<file path="src/rtl/pmd_pkg.sv">
package pmd_pkg;

    typedef enum logic [1:0] {
        TGT_ROM = 2'd0,
        TGT_RAM = 2'd1,
        TGT_CHR = 2'd2,
        TGT_VID = 2'd3
    } tgt_e;

    localparam int SEL_W = 4;

    typedef struct packed {
        logic [7:0] hires;
        logic       xmem;
        logic       kdtr;
    } ctl_t;

endpackage

</file>
<file path="src/rtl/pmd_map_regfile.sv">
module pmd_map_regfile #(
    parameter int PAGES = 16,
    parameter int DW    = 8,
    localparam int IW   = $clog2(PAGES)
) (
    input  logic          clk,
    input  logic          rst_n,
    input  logic          wr,
    input  logic [IW-1:0] idx,
    input  logic [DW-1:0] wdata,
    output logic [DW-1:0] cur
);

    logic [DW-1:0] regs_d [PAGES];
    logic [DW-1:0] regs_q [PAGES];

    always_comb begin
        for (int i = 0; i < PAGES; i++) begin
            regs_d[i] = regs_q[i];
        end
        if (wr) begin
            regs_d[idx] = wdata;
        end
    end

    for (genvar g = 0; g < PAGES; g++) begin : g_page
        always_ff @(posedge clk or negedge rst_n) begin
            if (!rst_n) begin
                regs_q[g] <= '0;
            end else begin
                regs_q[g] <= regs_d[g];
            end
        end
    end

    assign cur = regs_q[idx];

endmodule

</file>
<file path="src/rtl/pmd_ctrl_regs.sv">
module pmd_ctrl_regs
    import pmd_pkg::*;
(
    input  logic       clk,
    input  logic       rst_n,
    input  logic       hires_wr,
    input  logic [7:0] hires_wdata,
    input  logic       xmem_in,
    input  logic       kdtr_in,
    output ctl_t       ctl
);

    ctl_t st_d;
    ctl_t st_q;

    always_comb begin
        st_d      = st_q;
        st_d.xmem = xmem_in;
        st_d.kdtr = kdtr_in;
        if (hires_wr) begin
            st_d.hires = hires_wdata;
        end
    end

    always_ff @(posedge clk or negedge rst_n) begin
        if (!rst_n) begin
            st_q.hires <= '0;
            st_q.xmem  <= 1'b0;
            st_q.kdtr  <= 1'b1;
        end else begin
            st_q <= st_d;
        end
    end

    assign ctl = st_q;

endmodule

</file>
<file path="src/rtl/pmd_decode.sv">
module pmd_decode
    import pmd_pkg::*;
#(
    parameter int VRAM_AW = 17
) (
    input  logic [15:0]        addr,
    input  logic               fetch,
    input  logic               wr,
    input  logic [7:0]         map_cur,
    input  ctl_t               ctl,
    output logic [SEL_W-1:0]   sel,
    output logic [VRAM_AW-1:0] maddr,
    output logic               we
);

    localparam int PG_W   = 19;
    localparam int FULL_W = (VRAM_AW > PG_W) ? VRAM_AW : PG_W;

    logic [7:0]        map_inv;
    logic              page_en;
    logic              low_half;
    logic              chr_win;
    logic [14:0]       flat_a;
    logic [PG_W-1:0]   paged_a;
    logic [FULL_W-1:0] vid_full;
    tgt_e              tgt;

    always_comb begin
        map_inv  = ~map_cur;
        page_en  = ~map_inv[7];
        low_half = ~addr[15];
        chr_win  = low_half && (addr[14:11] == 4'hF);
        flat_a   = {ctl.hires[7:4], 11'b0} | addr[14:0];
        paged_a  = {map_inv[6:0], addr[11:0]};
        vid_full = '0;

        if (ctl.xmem && page_en) begin
            tgt      = TGT_VID;
            vid_full = FULL_W'(paged_a);
        end else if (!ctl.kdtr && low_half) begin
            tgt      = TGT_VID;
            vid_full = FULL_W'(flat_a);
        end else if (chr_win && !fetch) begin
            tgt = TGT_CHR;
        end else if (low_half) begin
            tgt = TGT_ROM;
        end else begin
            tgt = TGT_RAM;
        end

        case (tgt)
            TGT_VID: maddr = vid_full[VRAM_AW-1:0];
            TGT_CHR: maddr = VRAM_AW'(addr[10:0]);
            default: maddr = VRAM_AW'(addr[14:0]);
        endcase

        sel = SEL_W'(1) << tgt;
        we  = wr && (tgt != TGT_ROM);
    end

endmodule

</file>
<file path="src/rtl/page_map_decoder.sv">
module page_map_decoder
    import pmd_pkg::*;
#(
    parameter int VRAM_AW = 17
) (
    input  logic               clk,
    input  logic               rst_n,
    input  logic [15:0]        cpu_addr,
    input  logic               cpu_fetch,
    input  logic               cpu_wr,
    input  logic               map_wr,
    input  logic [7:0]         map_wdata,
    input  logic               hires_wr,
    input  logic [7:0]         hires_wdata,
    input  logic               xmem_in,
    input  logic               kdtr_in,
    output logic [3:0]         dev_sel,
    output logic [VRAM_AW-1:0] mem_addr,
    output logic               mem_we
);

    logic [7:0] map_cur;
    ctl_t       ctl;
    logic [7:0] hires_cur;

    pmd_map_regfile #(.PAGES(16), .DW(8)) u_maps (
        .clk   (clk),
        .rst_n (rst_n),
        .wr    (map_wr),
        .idx   (cpu_addr[15:12]),
        .wdata (map_wdata),
        .cur   (map_cur)
    );

    pmd_ctrl_regs u_ctl (
        .clk         (clk),
        .rst_n       (rst_n),
        .hires_wr    (hires_wr),
        .hires_wdata (hires_wdata),
        .xmem_in     (xmem_in),
        .kdtr_in     (kdtr_in),
        .ctl         (ctl)
    );

    pmd_decode #(.VRAM_AW(VRAM_AW)) u_dec (
        .addr    (cpu_addr),
        .fetch   (cpu_fetch),
        .wr      (cpu_wr),
        .map_cur (map_cur),
        .ctl     (ctl),
        .sel     (dev_sel),
        .maddr   (mem_addr),
        .we      (mem_we)
    );

    assign hires_cur = ctl.hires;

endmodule

</file>
<file path="config.mk">
export PLATFORM = sky130hd
export DESIGN_NAME = page_map_decoder
export DESIGN_NICKNAME = d
export VERILOG_FILES = /design/src/rtl/pmd_pkg.sv /design/src/rtl/pmd_map_regfile.sv /design/src/rtl/pmd_ctrl_regs.sv /design/src/rtl/pmd_decode.sv /design/src/rtl/page_map_decoder.sv
export SDC_FILE = /design/constraint.sdc
export NUM_CORES = 1
export LEC_CHECK = 0
export ABC_AREA = 1
export BUFFER_PORTS_ARGS = -buffer_cell sky130_fd_sc_hd__buf_2
export CORE_ASPECT_RATIO = 0.9
export CORE_MARGIN = 2
export CORE_UTILIZATION = 58
export DETAILED_ROUTE_END_ITERATION = 8
export PLACE_DENSITY = 0.8
export REMOVE_ABC_BUFFERS = 1
export SLEW_MARGIN = 20
export SYNTH_ARGS = -nofsm -noshare
export SYNTH_HDL_FRONTEND = slang
export SYNTH_SLANG_ARGS = --single-unit
export TNS_END_PERCENT = 30
</file>
<file path="constraint.sdc">
create_clock -name clk -period 1.5 [get_ports clk]
set_clock_uncertainty 0.1 [all_clocks]
set_input_delay 0.075 -clock clk [delete_from_list [all_inputs] [get_ports clk]]
set_output_delay 0.075 -clock clk [all_outputs]
set_load 0.02 [all_outputs]
</file>
; ---- After elaboration in Yosys (flattened, before gate mapping)
; Cells that the tools add are included.
[word_totals]
reg_bits = 138
input_bits = 40
output_inout_bits = 22
word_cells = 52
[classes]
bitwise_logic = 5
order_cmp = 2
n_reduce_logical = 9
muxes = 13
n_eq_ne = 3
shift = 1
[op_table]
columns = operator, count
row1 = $bwmux W128, 1
row2 = $pmux W17 S2, 1
row3 = $bmux W8 S4, 1
row4 = $demux W8 S4, 1
row5 = $mux W8, 3
row6 = $mux W17, 1
row7 = $mux W15, 1
row8 = $or A15 B15 Y15, 1
row9 = $not A8 Y8, 1
row10 = $logic_and A1 B1 Y1, 6
row11 = $mux W2, 3
row12 = $ge A5 B5 Y1 const B, 1
row13 = $lt A5 B1 Y1 const B, 1
row14 = $not A4 Y5, 1
row15 = $eq A2 B2 Y1 const B, 2
row16 = $eq A4 B4 Y1 const B, 1
row17 = $shl A1 B2 Y4 const A, 1
row18 = $logic_not A1 Y1, 2
row19 = $not A1 Y1, 2
row20 = $reduce_bool A2 Y1, 1
row21 = $mux W1, 1

; ---- Longest topological paths before layout
[logic_depth]
depth_word = 10
ltp_mapped = 11
ltp_nobuf = 11

; ---- Cells and area by module
; From an unflattened synthesis, not the netlist that was laid out.
[unflattened]
cells_unflattened = 922
area_unflattened_um2 = 6657.6
[modules_own_cells]
columns = mod, cells_per_inst, area_per_inst_um2, n_inst, seq_area_each_um2
row1 = pmd_map_regfile, 830, 6039.5, 1, 3203.1
row2 = pmd_ctrl_regs, 36, 356.6, 1, 251.5
row3 = pmd_decode, 56, 261.5, 1, 0.0

; ---- Worst setup path before layout
; No wires, ideal clock.
[synth_path]
path_kind = register -> output
from = reg u_maps.regs_q[39] in the netlist's numbering
to = out dev_sel[1]
n_path_buf = 0
arrival_ns = 1.264
path_stages_with_launch = 10
slack_ns = 0.061
path_cell_list = dfrtp_1 > nand2_1 > nand2_1 > nand2_1 > nand2_1 > nand2_1 > nand2_2 > o21ai_4 > nand2_1 > nor2_1
[synth_via]
elab_chain_cells = 8
[synth_rtl]
columns = item, line
row1 = start: declaration, pmd_map_regfile.sv:15  ; logic [DW-1:0] regs_q [PAGES];
row2 = start signal: indexed assignment, pmd_map_regfile.sv:31  ; regs_q[g] <= regs_d[g];
row3 = $bmux W8 S4, pmd_map_regfile.sv:36  ; assign cur = regs_q[idx];
row4 = $mux W8 (not written as such) (2 in a row), pmd_map_regfile.sv:36
row5 = $not A8 Y8, pmd_decode.sv:29  ; map_inv = ~map_cur;
row6 = $not A1 Y1, pmd_decode.sv:30  ; page_en = ~map_inv[7];
row7 = $logic_and A1 B1 Y1, pmd_decode.sv:37  ; if (ctl.xmem && page_en) begin
row8 = $mux W2, pmd_decode.sv:37
row9 = $shl A1 B2 Y4, pmd_decode.sv:57  ; sel = SEL_W'(1) << tgt;
row10 = end: declaration, page_map_decoder.sv:17  ; output logic [3:0] dev_sel,
; Every way passes these cells. The select of a mux whose other input is x is not followed.

; ---- Final worst setup path
[layout_path]
from = reg u_maps.regs_q[127] in the netlist's numbering
to = out mem_addr[11]
[layout_via]
elab_chain_cells = 9
[layout_rtl]
columns = item, line
row1 = $bmux W8 S4 *, pmd_map_regfile.sv:36
row2 = $mux W8 (not written as such) * (2 in a row), pmd_map_regfile.sv:36
row3 = $not A8 Y8 *, pmd_decode.sv:29
row4 = $not A1 Y1 *, pmd_decode.sv:30
row5 = $logic_and A1 B1 Y1 *, pmd_decode.sv:37
row6 = $mux W2, pmd_decode.sv:37
row7 = $eq A2 B2 Y1, pmd_decode.sv:51  ; case (tgt)
row8 = $pmux W17 S2 *, pmd_decode.sv:51
row9 = end: declaration, page_map_decoder.sv:18  ; output logic [VRAM_AW-1:0] mem_addr,
; Mark *: on every way between the ends. The rest lies on a longest branch, timed or not. The select of a mux whose other input is x is not followed.

==> out/metrics.csv <==
stage;metric;value;unit
outcome;status;complete, but fails checks;
outcome;violations;negative setup slack;
timing;whs;0.0378;ns
route;drt_iter0_drc;340;
route;wire_per_inst;17.1;um
die;num_io_pins;62;
route;dr_total_vias;4322;
placement;dp_slack;-0.158;ns
global_routing;globalRoute.totalOverflow;0;
critical_path;crit_type;reg2out;
die;start_util;0.595;
layout;drive_gt1_frac;0.211;
die;fp.dieW;99.4;um
layout;fillCellCount;591;
die;core_region_area;0.00799;sq mm
clock_network;cts_tree;built;
global_routing;grt_use_total;0.292;
timing;finalCritPeriodShare;1.35;
layout;area_delta_synth_final;20.7;%
layout;final_cell_mix;185 x nand2_1, 101 x dfrtp_1, 74 x o21ai_0, 38 x buf_4, 37 x nor2_1;
synth;ys_types;25;
pwr;powerDensity;1200;mW/mm^2
critical_path;critical_path_required;1.32;ns
timing;fmaxAchievable;495;MHz
global_routing;grt_pass1_wl;20500;um
timing;tightest_slew;0.623;ns
placement;place_area;0.00527;sq mm
die;die_h;89.9;um
timing;rsz0062_at_grt;true;
critical_path;startpoint_type;register;
synth;syn_inst;577;
timing;period_minus_slack;2.02;ns
synth;yosysSeqAreaShare;0.537;
clock_network;clkTransAtPathRegs;0.10;ns
global_routing;grt_max_degree;47;
clock_network;clk_path_buf_depth;2;
route;drc;0;
layout;multi_input_area;0.00191;sq mm
timing;slew_viol_final;0;
route;finalWirelength;12700;um
clock_network;root_buffer;clkbuf_8;
synth;synth_top_area_cell;dfrtp_1;
timing;hold_viol;0;
placement;place_congestion;0.927;
layout;nNetsFinal;680;
worst_hold_path;hold_class;in2async;
pwr;p_leak;2.79;nW
synth;synth_top_area_frac;0.532;
synth;ys_ff_latch;102;
layout;final_common_cell;nand2_1;
clock_network;numCtsBuffers;9;
flow_run;drv_cap;0;
critical_path;cp_max_fo;8;
clock_network;clock_sinks;102;
layout;final_util;0.718;
route;drt_first_pass_iters;5;
pwr;peakVddDrop;0.762;mV
critical_path;cp_data_arrival_time;1.85;ns
synth;netlist_area;0.00475;sq mm
die;rows;31;
timing;slew_headroom;0.584;
synth;ys_warn_count;0;
clock_network;cts.htree.levels;3;
timing;layout_setup_ws;-0.521;ns
placement;dp_hpwl;8650;um
timing;setup-violations-final;11;
critical_path;end_kind;primary output;
layout;regArea;0.00255;sq mm
layout;antenna_cells;0;
pwr;fin_total_pwr;0.00691;W
route;vias_per_cell;5.81;
placement;portBuffers;33;
clock_network;insertion_delay;0.37;ns
die;die_area;0.00893;sq mm
synth;syn_avg_cell_area;8.24;sq um
synth;ys_top_cells_by_area;dfrtp_1 53%, nand2_1 15%, o21ai_0 7.8%, a22oi_1 3.6%, nor2_1 3.0%;
global_routing;antenna_found_initial;0;
global_routing;grt_pass1_vias;4054;
route;ant_nets;0;
layout;final_area;0.00574;sq mm
-- where the power goes --
group | internal (W) | switching [W] | leakage, nW | total [W]
clock | 0.000798 | 0.000969 | 0.0994 | 0.00177
combinational | 0.000646 | 0.000829 | 1.45 | 0.00148
sequential | 0.00332 | 0.000348 | 1.25 | 0.00367
-- worst max-delay path, cell delays in order, from the launching register on --
cell and delay [ns]:
dfrtp_1 0.41, nand2_1 0.08, nand2_1 0.06, nand2_1 0.07, nand2_1 0.08, nand2_2 0.09
nand2_4 0.06, o21ai_4 0.23, nand2_2 0.12, nand2_2 0.10, nand2_2 0.06, buf_6 0.13
-- cell usage after synthesis, drive strengths merged --
cell	number
o21a	1
dfstp	1
inv	38
a22oi	23
nor3	1
nand2	194
mux2	4
buf	13
clkbuf	26
nor2	48
nand4	6
nand3	3
o21ai	94
dfrtp	101
a21oi	24
-- worst paths after layout --
kind,start,end,slack (ns),depth (start not counted)
max in group asynchronous,rst_n,u_maps.regs_q[26],0.73,3
min reg2reg,u_maps.regs_q[107],u_maps.regs_q[107],0.40,2
max reg2reg,u_ctl.ctl[9],u_ctl.ctl[9],0.01,2
max,u_maps.regs_q[127],mem_addr[11],-0.52,11
min in group clk,cpu_addr[9],mem_addr[9],0.05,0
min,rst_n,u_maps.regs_q[119],0.04,2
-- flip-flops by register name, summed over array words and instances, names as in the netlist --
signal / flops
u_ctl.ctl: 6
u_maps.regs_q: 96
-- logic make-up (layout without fill, tap and decap cells) --
family / Yosys count / count (layout) / synth area share
compound gates: 142 / 142 / 0.165
simple gates: 252 / 252 / 0.219
buf+inv: 77 / 145 / 0.0690
mux: 4 / 4 / 0.00948
flops: 102 / 102 / 0.537
-- what timing repair did --
action / in CTS / in global routing
gates cloned: 0 / 0
buffers inserted: 4 / 5
resized for setup: 11 / 14
pin swaps: 6 / 10
endpoints found under the hold margin: 120 / 0
setup endpoints to repair: 11 / 11
hold buffers: 13 / 0
-- metrics by stage --
stage	TNS, ns	std cells
after floorplan	-0.0271	538
after global placement	-0.977	706
after detailed placement	-2.14	706
after CTS	-4.60	739
after global routing	-6.36	744
final	-5.14	744
-- per-layer routing --
layer | up-vias | track usage | routed length, um
li1 | 1991 | - | -
met1 | 2033 | 0.420 | 5210
met2 | 263 | 0.444 | 5950
met3 | 35 | 0.0754 | 1220
met4 | 0 | 0.0799 | 344
met5 | - | 0 | 0
-- cell type report --
cell class,count,share of cell area
flip-flops and latches,102,0.445
multi-input cells,398,0.332
repair buffers,91,0.140
inverters,38,0.0253
clock buffers,10,0.0222
well taps,99,0.0216
clock inverters,6,0.0131
No activity file was read; power rests on OpenSTA's default activity.
